[src/rtl/dla_pkg.sv]
package dla_pkg;
    localparam int LANES   = 4;
    localparam int FIELD_W = 4;
    localparam int CFG_W   = 4 * FIELD_W;
    localparam int ID_W    = 3;
    localparam int IDS_W   = LANES * ID_W;
    localparam int SEL_W   = $clog2(LANES);

    typedef struct packed {
        logic [FIELD_W-1:0] force_frame;
        logic [FIELD_W-1:0] force_valid;
        logic [FIELD_W-1:0] shift;
        logic [FIELD_W-1:0] enable;
    } lane_cfg_t;

    typedef struct packed {
        lane_cfg_t        word;
        logic [IDS_W-1:0] ids;
        logic             unify;
        logic             wide;
    } ctl_t;

    function automatic logic shift_in_range(input logic [FIELD_W-1:0] sh);
        return int'(sh) < LANES;
    endfunction
endpackage

[src/rtl/dla_ctl.sv]
module dla_ctl
    import dla_pkg::*;
(
    input  logic clk_i,
    input  logic rst_i,
    input  logic start_i,
    input  logic stop_i,
    input  ctl_t ctl_i,
    output logic active_o,
    output ctl_t ctl_o
);
    always_ff @(posedge clk_i) begin
        if (rst_i) begin
            active_o <= 1'b0;
            ctl_o    <= '0;
        end else if (start_i) begin
            active_o <= 1'b1;
            ctl_o    <= ctl_i;
        end else if (stop_i) begin
            active_o <= 1'b0;
        end
    end
endmodule

[src/rtl/dla_shift.sv]
module dla_shift
    import dla_pkg::*;
#(
    parameter int LANE_W = 64
) (
    input  logic [FIELD_W-1:0] shift_i,
    input  logic [LANE_W-1:0]  data_i  [LANES],
    input  logic [LANES-1:0]   valid_i,
    input  logic [LANES-1:0]   frame_i,
    output logic [LANE_W-1:0]  data_o  [LANES],
    output logic [LANES-1:0]   valid_o,
    output logic [LANES-1:0]   frame_o
);
    logic [SEL_W-1:0] sel;
    logic             in_range;

    assign sel      = shift_i[SEL_W-1:0];
    assign in_range = shift_in_range(shift_i);

    for (genvar i = 0; i < LANES; i++) begin : g_out
        logic [LANE_W-1:0] cand_d [LANES];
        logic [LANES-1:0]  cand_v;
        logic [LANES-1:0]  cand_f;

        for (genvar k = 0; k < LANES; k++) begin : g_cand
            if (i + k < LANES) begin : g_src
                assign cand_d[k] = data_i[i+k];
                assign cand_v[k] = valid_i[i+k];
                assign cand_f[k] = frame_i[i+k];
            end else begin : g_empty
                assign cand_d[k] = '0;
                assign cand_v[k] = 1'b0;
                assign cand_f[k] = 1'b0;
            end
        end

        assign data_o[i]  = in_range ? cand_d[sel] : '0;
        assign valid_o[i] = in_range & cand_v[sel];
        assign frame_o[i] = in_range & cand_f[sel];
    end
endmodule

[src/rtl/dla_mask.sv]
module dla_mask
    import dla_pkg::*;
#(
    parameter int LANE_W   = 64,
    parameter int NARROW_W = 32
) (
    input  logic [FIELD_W-1:0] enable_i,
    input  logic [FIELD_W-1:0] force_valid_i,
    input  logic [FIELD_W-1:0] force_frame_i,
    input  logic               wide_i,
    input  logic [LANE_W-1:0]  data_i  [LANES],
    input  logic [LANES-1:0]   valid_i,
    input  logic [LANES-1:0]   frame_i,
    output logic [LANE_W-1:0]  data_o  [LANES],
    output logic [LANES-1:0]   valid_o,
    output logic [LANES-1:0]   frame_o
);
    localparam int UPPER_W = LANE_W - NARROW_W;

    logic [LANE_W-1:0] width_mask;
    assign width_mask = {{UPPER_W{wide_i}}, {NARROW_W{1'b1}}};

    for (genvar i = 0; i < LANES; i++) begin : g_lane
        assign data_o[i]  = enable_i[i] ? (data_i[i] & width_mask) : '0;
        assign valid_o[i] = (enable_i[i] & valid_i[i]) | force_valid_i[i];
        assign frame_o[i] = (enable_i[i] & frame_i[i]) | force_frame_i[i];
    end
endmodule

[src/rtl/dbg_lane_align.sv]
module dbg_lane_align
    import dla_pkg::*;
#(
    parameter int LANE_W   = 64,
    parameter int NARROW_W = 32
) (
    input  logic                    clk_i,
    input  logic                    rst_i,
    input  logic                    rec_start_i,
    input  logic                    rec_stop_i,
    input  logic [CFG_W-1:0]        cfg_word_i,
    input  logic                    wide_i,
    input  logic                    unify_i,
    input  logic [IDS_W-1:0]        hw_ids_i,
    input  logic [LANES*LANE_W-1:0] lane_data_i,
    input  logic [LANES-1:0]        lane_valid_i,
    input  logic [LANES-1:0]        lane_frame_i,
    output logic [LANES*LANE_W-1:0] out_data_o,
    output logic [LANES-1:0]        out_valid_o,
    output logic [LANES-1:0]        out_frame_o,
    output logic [IDS_W-1:0]        out_ids_o
);
    ctl_t ctl_in;
    ctl_t ctl_q;
    logic active;

    assign ctl_in.word  = lane_cfg_t'(cfg_word_i);
    assign ctl_in.ids   = hw_ids_i;
    assign ctl_in.unify = unify_i;
    assign ctl_in.wide  = wide_i;

    dla_ctl u_ctl (
        .clk_i    (clk_i),
        .rst_i    (rst_i),
        .start_i  (rec_start_i),
        .stop_i   (rec_stop_i),
        .ctl_i    (ctl_in),
        .active_o (active),
        .ctl_o    (ctl_q)
    );

    logic [LANE_W-1:0] in_d [LANES];
    logic [LANE_W-1:0] sh_d [LANES];
    logic [LANE_W-1:0] mk_d [LANES];
    logic [LANES-1:0]  sh_v, sh_f, mk_v, mk_f;

    for (genvar i = 0; i < LANES; i++) begin : g_unpack
        assign in_d[i] = lane_data_i[i*LANE_W +: LANE_W];
    end

    dla_shift #(.LANE_W(LANE_W)) u_shift (
        .shift_i (ctl_q.word.shift),
        .data_i  (in_d),
        .valid_i (lane_valid_i),
        .frame_i (lane_frame_i),
        .data_o  (sh_d),
        .valid_o (sh_v),
        .frame_o (sh_f)
    );

    dla_mask #(.LANE_W(LANE_W), .NARROW_W(NARROW_W)) u_mask (
        .enable_i      (ctl_q.word.enable),
        .force_valid_i (ctl_q.word.force_valid),
        .force_frame_i (ctl_q.word.force_frame),
        .wide_i        (ctl_q.wide),
        .data_i        (sh_d),
        .valid_i       (sh_v),
        .frame_i       (sh_f),
        .data_o        (mk_d),
        .valid_o       (mk_v),
        .frame_o       (mk_f)
    );

    always_ff @(posedge clk_i) begin
        if (rst_i) begin
            out_data_o  <= '0;
            out_valid_o <= '0;
            out_frame_o <= '0;
            out_ids_o   <= '0;
        end else begin
            for (int i = 0; i < LANES; i++) begin
                out_data_o[i*LANE_W +: LANE_W] <= active ? mk_d[i] : '0;
            end
            out_valid_o <= active ? mk_v : '0;
            out_frame_o <= active ? mk_f : '0;
            out_ids_o   <= (active && !ctl_q.unify) ? ctl_q.ids : '0;
        end
    end
endmodule

[config.mk]
export PLATFORM = sky130hd
export DESIGN_NAME = dbg_lane_align
export DESIGN_NICKNAME = d
export VERILOG_FILES = /design/src/rtl/dla_pkg.sv /design/src/rtl/dla_ctl.sv /design/src/rtl/dla_shift.sv /design/src/rtl/dla_mask.sv /design/src/rtl/dbg_lane_align.sv
export SDC_FILE = /design/constraint.sdc
export NUM_CORES = 1
export LEC_CHECK = 0
export BUFFER_PORTS_ARGS = -buffer_cell sky130_fd_sc_hd__buf_2
export CAP_MARGIN = 30
export CORE_AREA = 2 2 224 226
export CTS_CLUSTER_SIZE = 30
export DETAILED_ROUTE_END_ITERATION = 10
export DIE_AREA = 0 0 226 228
export GPL_ROUTABILITY_DRIVEN = 0
export PLACE_DENSITY_LB_ADDON = 0.25
export REMOVE_ABC_BUFFERS = 1
export SLEW_MARGIN = 25
export SYNTH_ARGS = -nofsm -noshare
export SYNTH_HDL_FRONTEND = slang
export SYNTH_SLANG_ARGS = --single-unit
[constraint.sdc]
create_clock -name clk_i -period 2.1 [get_ports clk_i]
set_input_delay 0.105 -clock clk_i [delete_from_list [all_inputs] [get_ports clk_i]]
set_output_delay 0.105 -clock clk_i [all_outputs]
set_load 0.05 [all_outputs]
## Word level (Yosys, flattened, before mapping)

Cells that the tools add are included.

| storage, ports and cells | value |
|---|---|
| register bits after elaboration | 307 |
| input bits | 298 |
| output and inout bits | 276 |

| cells by class | value |
|---|---|
| $lt $le $gt $ge | 3 |
| muxes and demuxes | 34 |
| bitwise gates (word level) | 35 |
| reductions and logical operators | 9 |

Operators by type and width:

| cell | number |
|---|---|
| $mux 64 | 12 |
| $bmux 64 s2 | 4 |
| $and 64x64->64 | 4 |
| $and 1x1->1 | 16 |
| $bmux 1 s2 | 8 |
| $reduce_or 3->1 | 4 |
| $mux 1 | 10 |
| $or 1x1->1 | 8 |
| $not 1->1 | 6 |
| $lt 4x3->1 const B | 1 |
| $reduce_or 2->1 | 2 |
| $ge 3x3->1 const B | 1 |
| $lt 2x3->1 const B | 1 |
| $not 2->3 | 1 |
| $reduce_bool 2->1 | 1 |
| $logic_and 1x1->1 | 1 |
| $logic_not 1->1 | 1 |

## Logic depth before layout (Yosys ltp)

| logic depth | value |
|---|---|
| word-level depth | 6 |
| mapped depth | 6 |

## Modules after synthesis

Synthesis repeated with hierarchy kept, for this count alone.

| second synthesis, totals | value |
|---|---|
| cell total of the unflattened synthesis | 1553 |
| area total of the unflattened synthesis | 15483.6 um2 |

Modules (own cells, without submodules):

| module | times used | cells an instance | area an instance (um2) | sequential area each (um2) |
|---|---|---|---|---|
| dbg_lane_align | 1 | 613 | 8254.2 | 5525.3 |
| dla_shift | 1 | 533 | 4035.1 | 0.0 |
| dla_mask | 1 | 306 | 2062.0 | 0.0 |
| dla_ctl | 1 | 101 | 1132.3 | 620.6 |

## Worst setup path after synthesis

OpenSTA, ideal clock, no wires.

| path | value |
|---|---|
| path kind | register -> register |
| start point | register u_ctl.ctl_o[19] in the netlist's numbering |
| end point | register out_data_o[100] |
| setup time | 0.128 ns |
| arrival | 1.379 ns |
| required time | 1.972 ns |
| path slack | 0.593 ns |
| cell stages (with the launch flop) | 7 |
| period minus slack after synthesis | 1.507 ns |
| cell sequence | dfxtp_1 > buf_2 > buf_2 > buf_2 > mux2i_1 > a2bb2oi_1 > nor2_1 |

| between the ends | value |
|---|---|
| cells in the longest elaborated chain, start to end | 6 |

RTL lines:

| what | line | source |
|---|---|---|
| start, declared | dla_ctl.sv:10 | `output ctl_t ctl_o` |
| start signal, assigned | dla_ctl.sv:18 | `ctl_o <= ctl_i;` |
| $not 2->3 (not written as such) | dla_shift.sv:37 | `assign data_o[i] = in_range ? cand_d[sel] : '0;` |
| $bmux 64 s2 | dla_shift.sv:37 |  |
| $mux 64 (not written as such) (2 in series) | dla_shift.sv:37 |  |
| $mux 64 (*) | dla_shift.sv:37 |  |
| $and 64x64->64 (*) | dla_mask.sv:24 | `assign data_o[i] = enable_i[i] ? (data_i[i] & width_mask) : '0;` |
| end signal, assigned by index | dbg_lane_align.sv:82 | `out_data_o[i*LANE_W +: LANE_W] <= active ? mk_d[i] : '0;` |
| end, declared | dbg_lane_align.sv:18 | `output logic [LANES*LANE_W-1:0] out_data_o,` |

Mark *: on every way between the ends. The rest lies on a longest branch, timed or not. The select of a mux whose other input is x is not followed.
A chain may end at the register's enable or synchronous reset.

## Final worst setup path

| path | value |
|---|---|
| start point | register u_ctl.ctl_o[21] in the netlist's numbering |
| end point | register out_data_o[23] |

| between the ends | value |
|---|---|
| cells in the longest elaborated chain, start to end | 3 |

RTL lines:

| what | line | source |
|---|---|---|
| $lt 4x3->1 | dla_pkg.sv:24 | `return int'(sh) < LANES;` |
| $mux 64 | dla_shift.sv:37 |  |
| $and 64x64->64 | dla_mask.sv:24 |  |

Every way passes these cells.

==> impl_metrics.ini <==
[outcome]
outcome = complete, no violations

[grt]
antenna_found_initial = 6
grt_pass1_wl_um = 69900
grt_overflow_total = 0
grt_pass1_vias = 12100
grt_max_degree = 106
track_usage_pct = 17.7

[route]
dr.first_iter.drc_count = 303
drt-vias-per-instance = 4.36
routed_wirelength_um = 47300
drt-pass1-iter-count = 4
antenna_left = 0
drc = 0
num_vias = 11300
wl_per_cell_um = 18.3

[timing]
skew_ns = 0.0183
hold_viol_final = 0
worstMarginPinSlew_ns = 0.600
slew-limit-headroom_pct = 60.0
layout_min_cycle_time_ns = 1.98
grt_setup_unrepaired = false
finalSetupViolations = 0
finalCritPeriodShare_pct = 94.5
fmax_mhz = 504
slew_violations = 0
tns_ns = 0
fin_ws_ns = 0.117

[floorplan]
io_pins = 574
core_area_mm2 = 0.0493
die_w_um = 226
start_util_pct = 23.1
rows = 82
dieArea_mm2 = 0.0515
die_h_um = 228

[setup_path]
critPathTopFamily = buffers and inverters
end_kind = flip-flop
worstReg2RegStart = u_ctl.ctl_o[21]$_SDFFE_PP0P_
crit_slowest_cell = dlygate4sd3_1
required_ns = 2.58
crit_top_cell = buf_4
start_kind = flip-flop
critPathMaxFanout = 18
crit_type = reg2reg
cp_cell_sequence = nor4b_4 -> buf_4 -> nand2_2 -> buf_4 -> a211oi_1 -> dlygate4sd3_1
worstPathArrival_ns = 2.46
max_stage_delay_ns = 0.57
critPathLaunch = u_ctl.ctl_o[21]$_SDFFE_PP0P_
path_buf_inv = 3

[power]
power_leakage_uw = 0.00874
max-vdd-ir-drop_mv = 0.608
powerDensity_mw_per_mm2 = 750

[final_layout]
drive_gt1_share_pct = 35.2
n_fill_cell = 4922
final_nets = 2188
instances_no_fill = 2591
syn_to_final_growth_pct = 66.2

[placement]
io_buffer_count = 573
pre_cts_ws_ns = 0.430
hpwlAfterDp_um = 33400
dpl.cell_count = 2270

[clock_tree]
cts_htree_levels = 2
worstSkewPairLatency_ns = 0.54
cts_buffers = 37
clkSlewWorstSetupHoldPaths_ns = 0.06
root_buffer = clkbuf_16
cts_buffer_depth = 3
cts_sinks = 307
cts_tree = built

[worst_hold_path]
worstHoldStart = lane_data_i[0]
hp-class = in2reg

[yosys]
ys_warn_count = 0
synth.distinct_cells = 23
yosys_register_bits = 307
synthesis.area_mm2 = 0.0114
synth_seq_area_share_pct = 54.0
syn_inst = 1085
synth_area_per_cell_um2 = 10.5

[flow_run]
max_cap_viol_count = 0
==> Yosys cell counts <==
master     instances  share of area [%]
a211oi_1         128                8.4
nor4b_4            1               0.21
a21oi_1            1              0.044
a2bb2oi_1         66                5.1
nor2b_1           68                3.7
and4b_1            1              0.088
buf_2             16               0.70
nand2_1            6               0.20
inv_1              1              0.033
nor2_1           159                5.2
mux2i_1          166                 15
a32o_1             2               0.18
o21ai_0            4               0.18
nand4b_1           1              0.077
clkbuf_2           6               0.26
clkbuf_1          53                1.7
dfxtp_1          307                 54
and4bb_2           1               0.11
buf_1             17               0.56
nand3_1            2              0.088
nand3b_1           1              0.066
and2_1            76                4.2
a22o_1             2               0.15
==> state kept, by name (all words and copies together) (netlist names) <==
signal,cells
out_valid_o,4
u_ctl.ctl_o,30
u_ctl.active_o,1
out_data_o,256
out_ids_o,12
out_frame_o,4
==> per-stage QoR <==
step	total power [uW]	cell area (um2)	util [%]	hold WS, ns
after floorplan	6970	11000	-	0.177
after global placement	7500	15100	30.7	0.337
after detailed placement	7510	15100	30.7	0.342
after CTS	14400	18900	38.2	0.00152
after global routing	14800	18900	38.3	0.0422
final	14200	18900	38.3	0.0328
==> worst paths after layout <==
path / end / slack, ns / cells past startpoint
max: out_data_o[23]$_SDFF_PP0_ / 0.12 / 6
min: out_data_o[0]$_SDFF_PP0_ / 0.03 / 4
max reg2reg: out_data_o[23]$_SDFF_PP0_ / 0.12 / 6
min reg2reg: out_ids_o[3]$_SDFF_PP0_ / 0.45 / 1
==> where the power goes <==
group          total (uW)  switching [uW]  internal, uW
Clock                6420            2570          3850
Combinational        1840             875           967
Sequential           5930            37.6          5890
==> layer usage <==
layer	vias to the layer above	wire length, um	track usage, %
met4	8	1560	6.85
met1	5296	18300	19.2
li1	5429	-	-
met3	94	3950	5.78
met5	-	48	0
met2	460	23400	31.7
==> placed cells by master, fill, tap and decap left out, types with 9 or more instances in the layout <==
| master | Yosys | layout |
|---|---|---|
| dfxtp_1 | 307 | 305 |
| dlygate4sd3_1 | 0 | 251 |
| clkbuf_8 | 0 | 9 |
| a2bb2oi_1 | 66 | 66 |
| buf_12 | 0 | 12 |
| buf_4 | 0 | 21 |
| buf_2 | 16 | 573 |
| clkbuf_16 | 0 | 39 |
| mux2i_1 | 166 | 166 |
| a211oi_1 | 128 | 128 |
| nor2b_1 | 68 | 67 |
| nor2_1 | 159 | 159 |
| and2_1 | 76 | 76 |
==> timing repair <==
action                     CTS  global route
setup buffers                0             2
hold endpoints to repair   290             0
setup endpoints to repair    0             4
resized for setup            0             1
hold buffers               251             0
==> worst register-to-register path, delay by kind of cell, from the launching register on <==
kind | cells | cell delay [ns]
compound gates | 1 | 0.25
buf+inv | 3 | 1.03
flops | 1 | 0.33
simple gates | 2 | 0.33
==> cell type report <==
cell class / instances / area [um2] / share of cell area [%]
antenna: 1 / 2.50 / 0.0132
clock buffer: 55 / 1130 / 5.96
clock inverter: 12 / 97.6 / 0.516
inverter: 1 / 3.75 / 0.0199
multi-input combinational: 685 / 4880 / 25.8
sequential: 307 / 6150 / 32.5
tap: 672 / 841 / 4.45
timing repair buffer: 858 / 5810 / 30.7
==> cell families after synthesis <==
logic type      synth area share [%]
compound gates                  14.1
buf+inv                         3.31
flops                           54.0
mux                             14.6
simple gates                    14.0
Power figures use the tool's default switching activity.
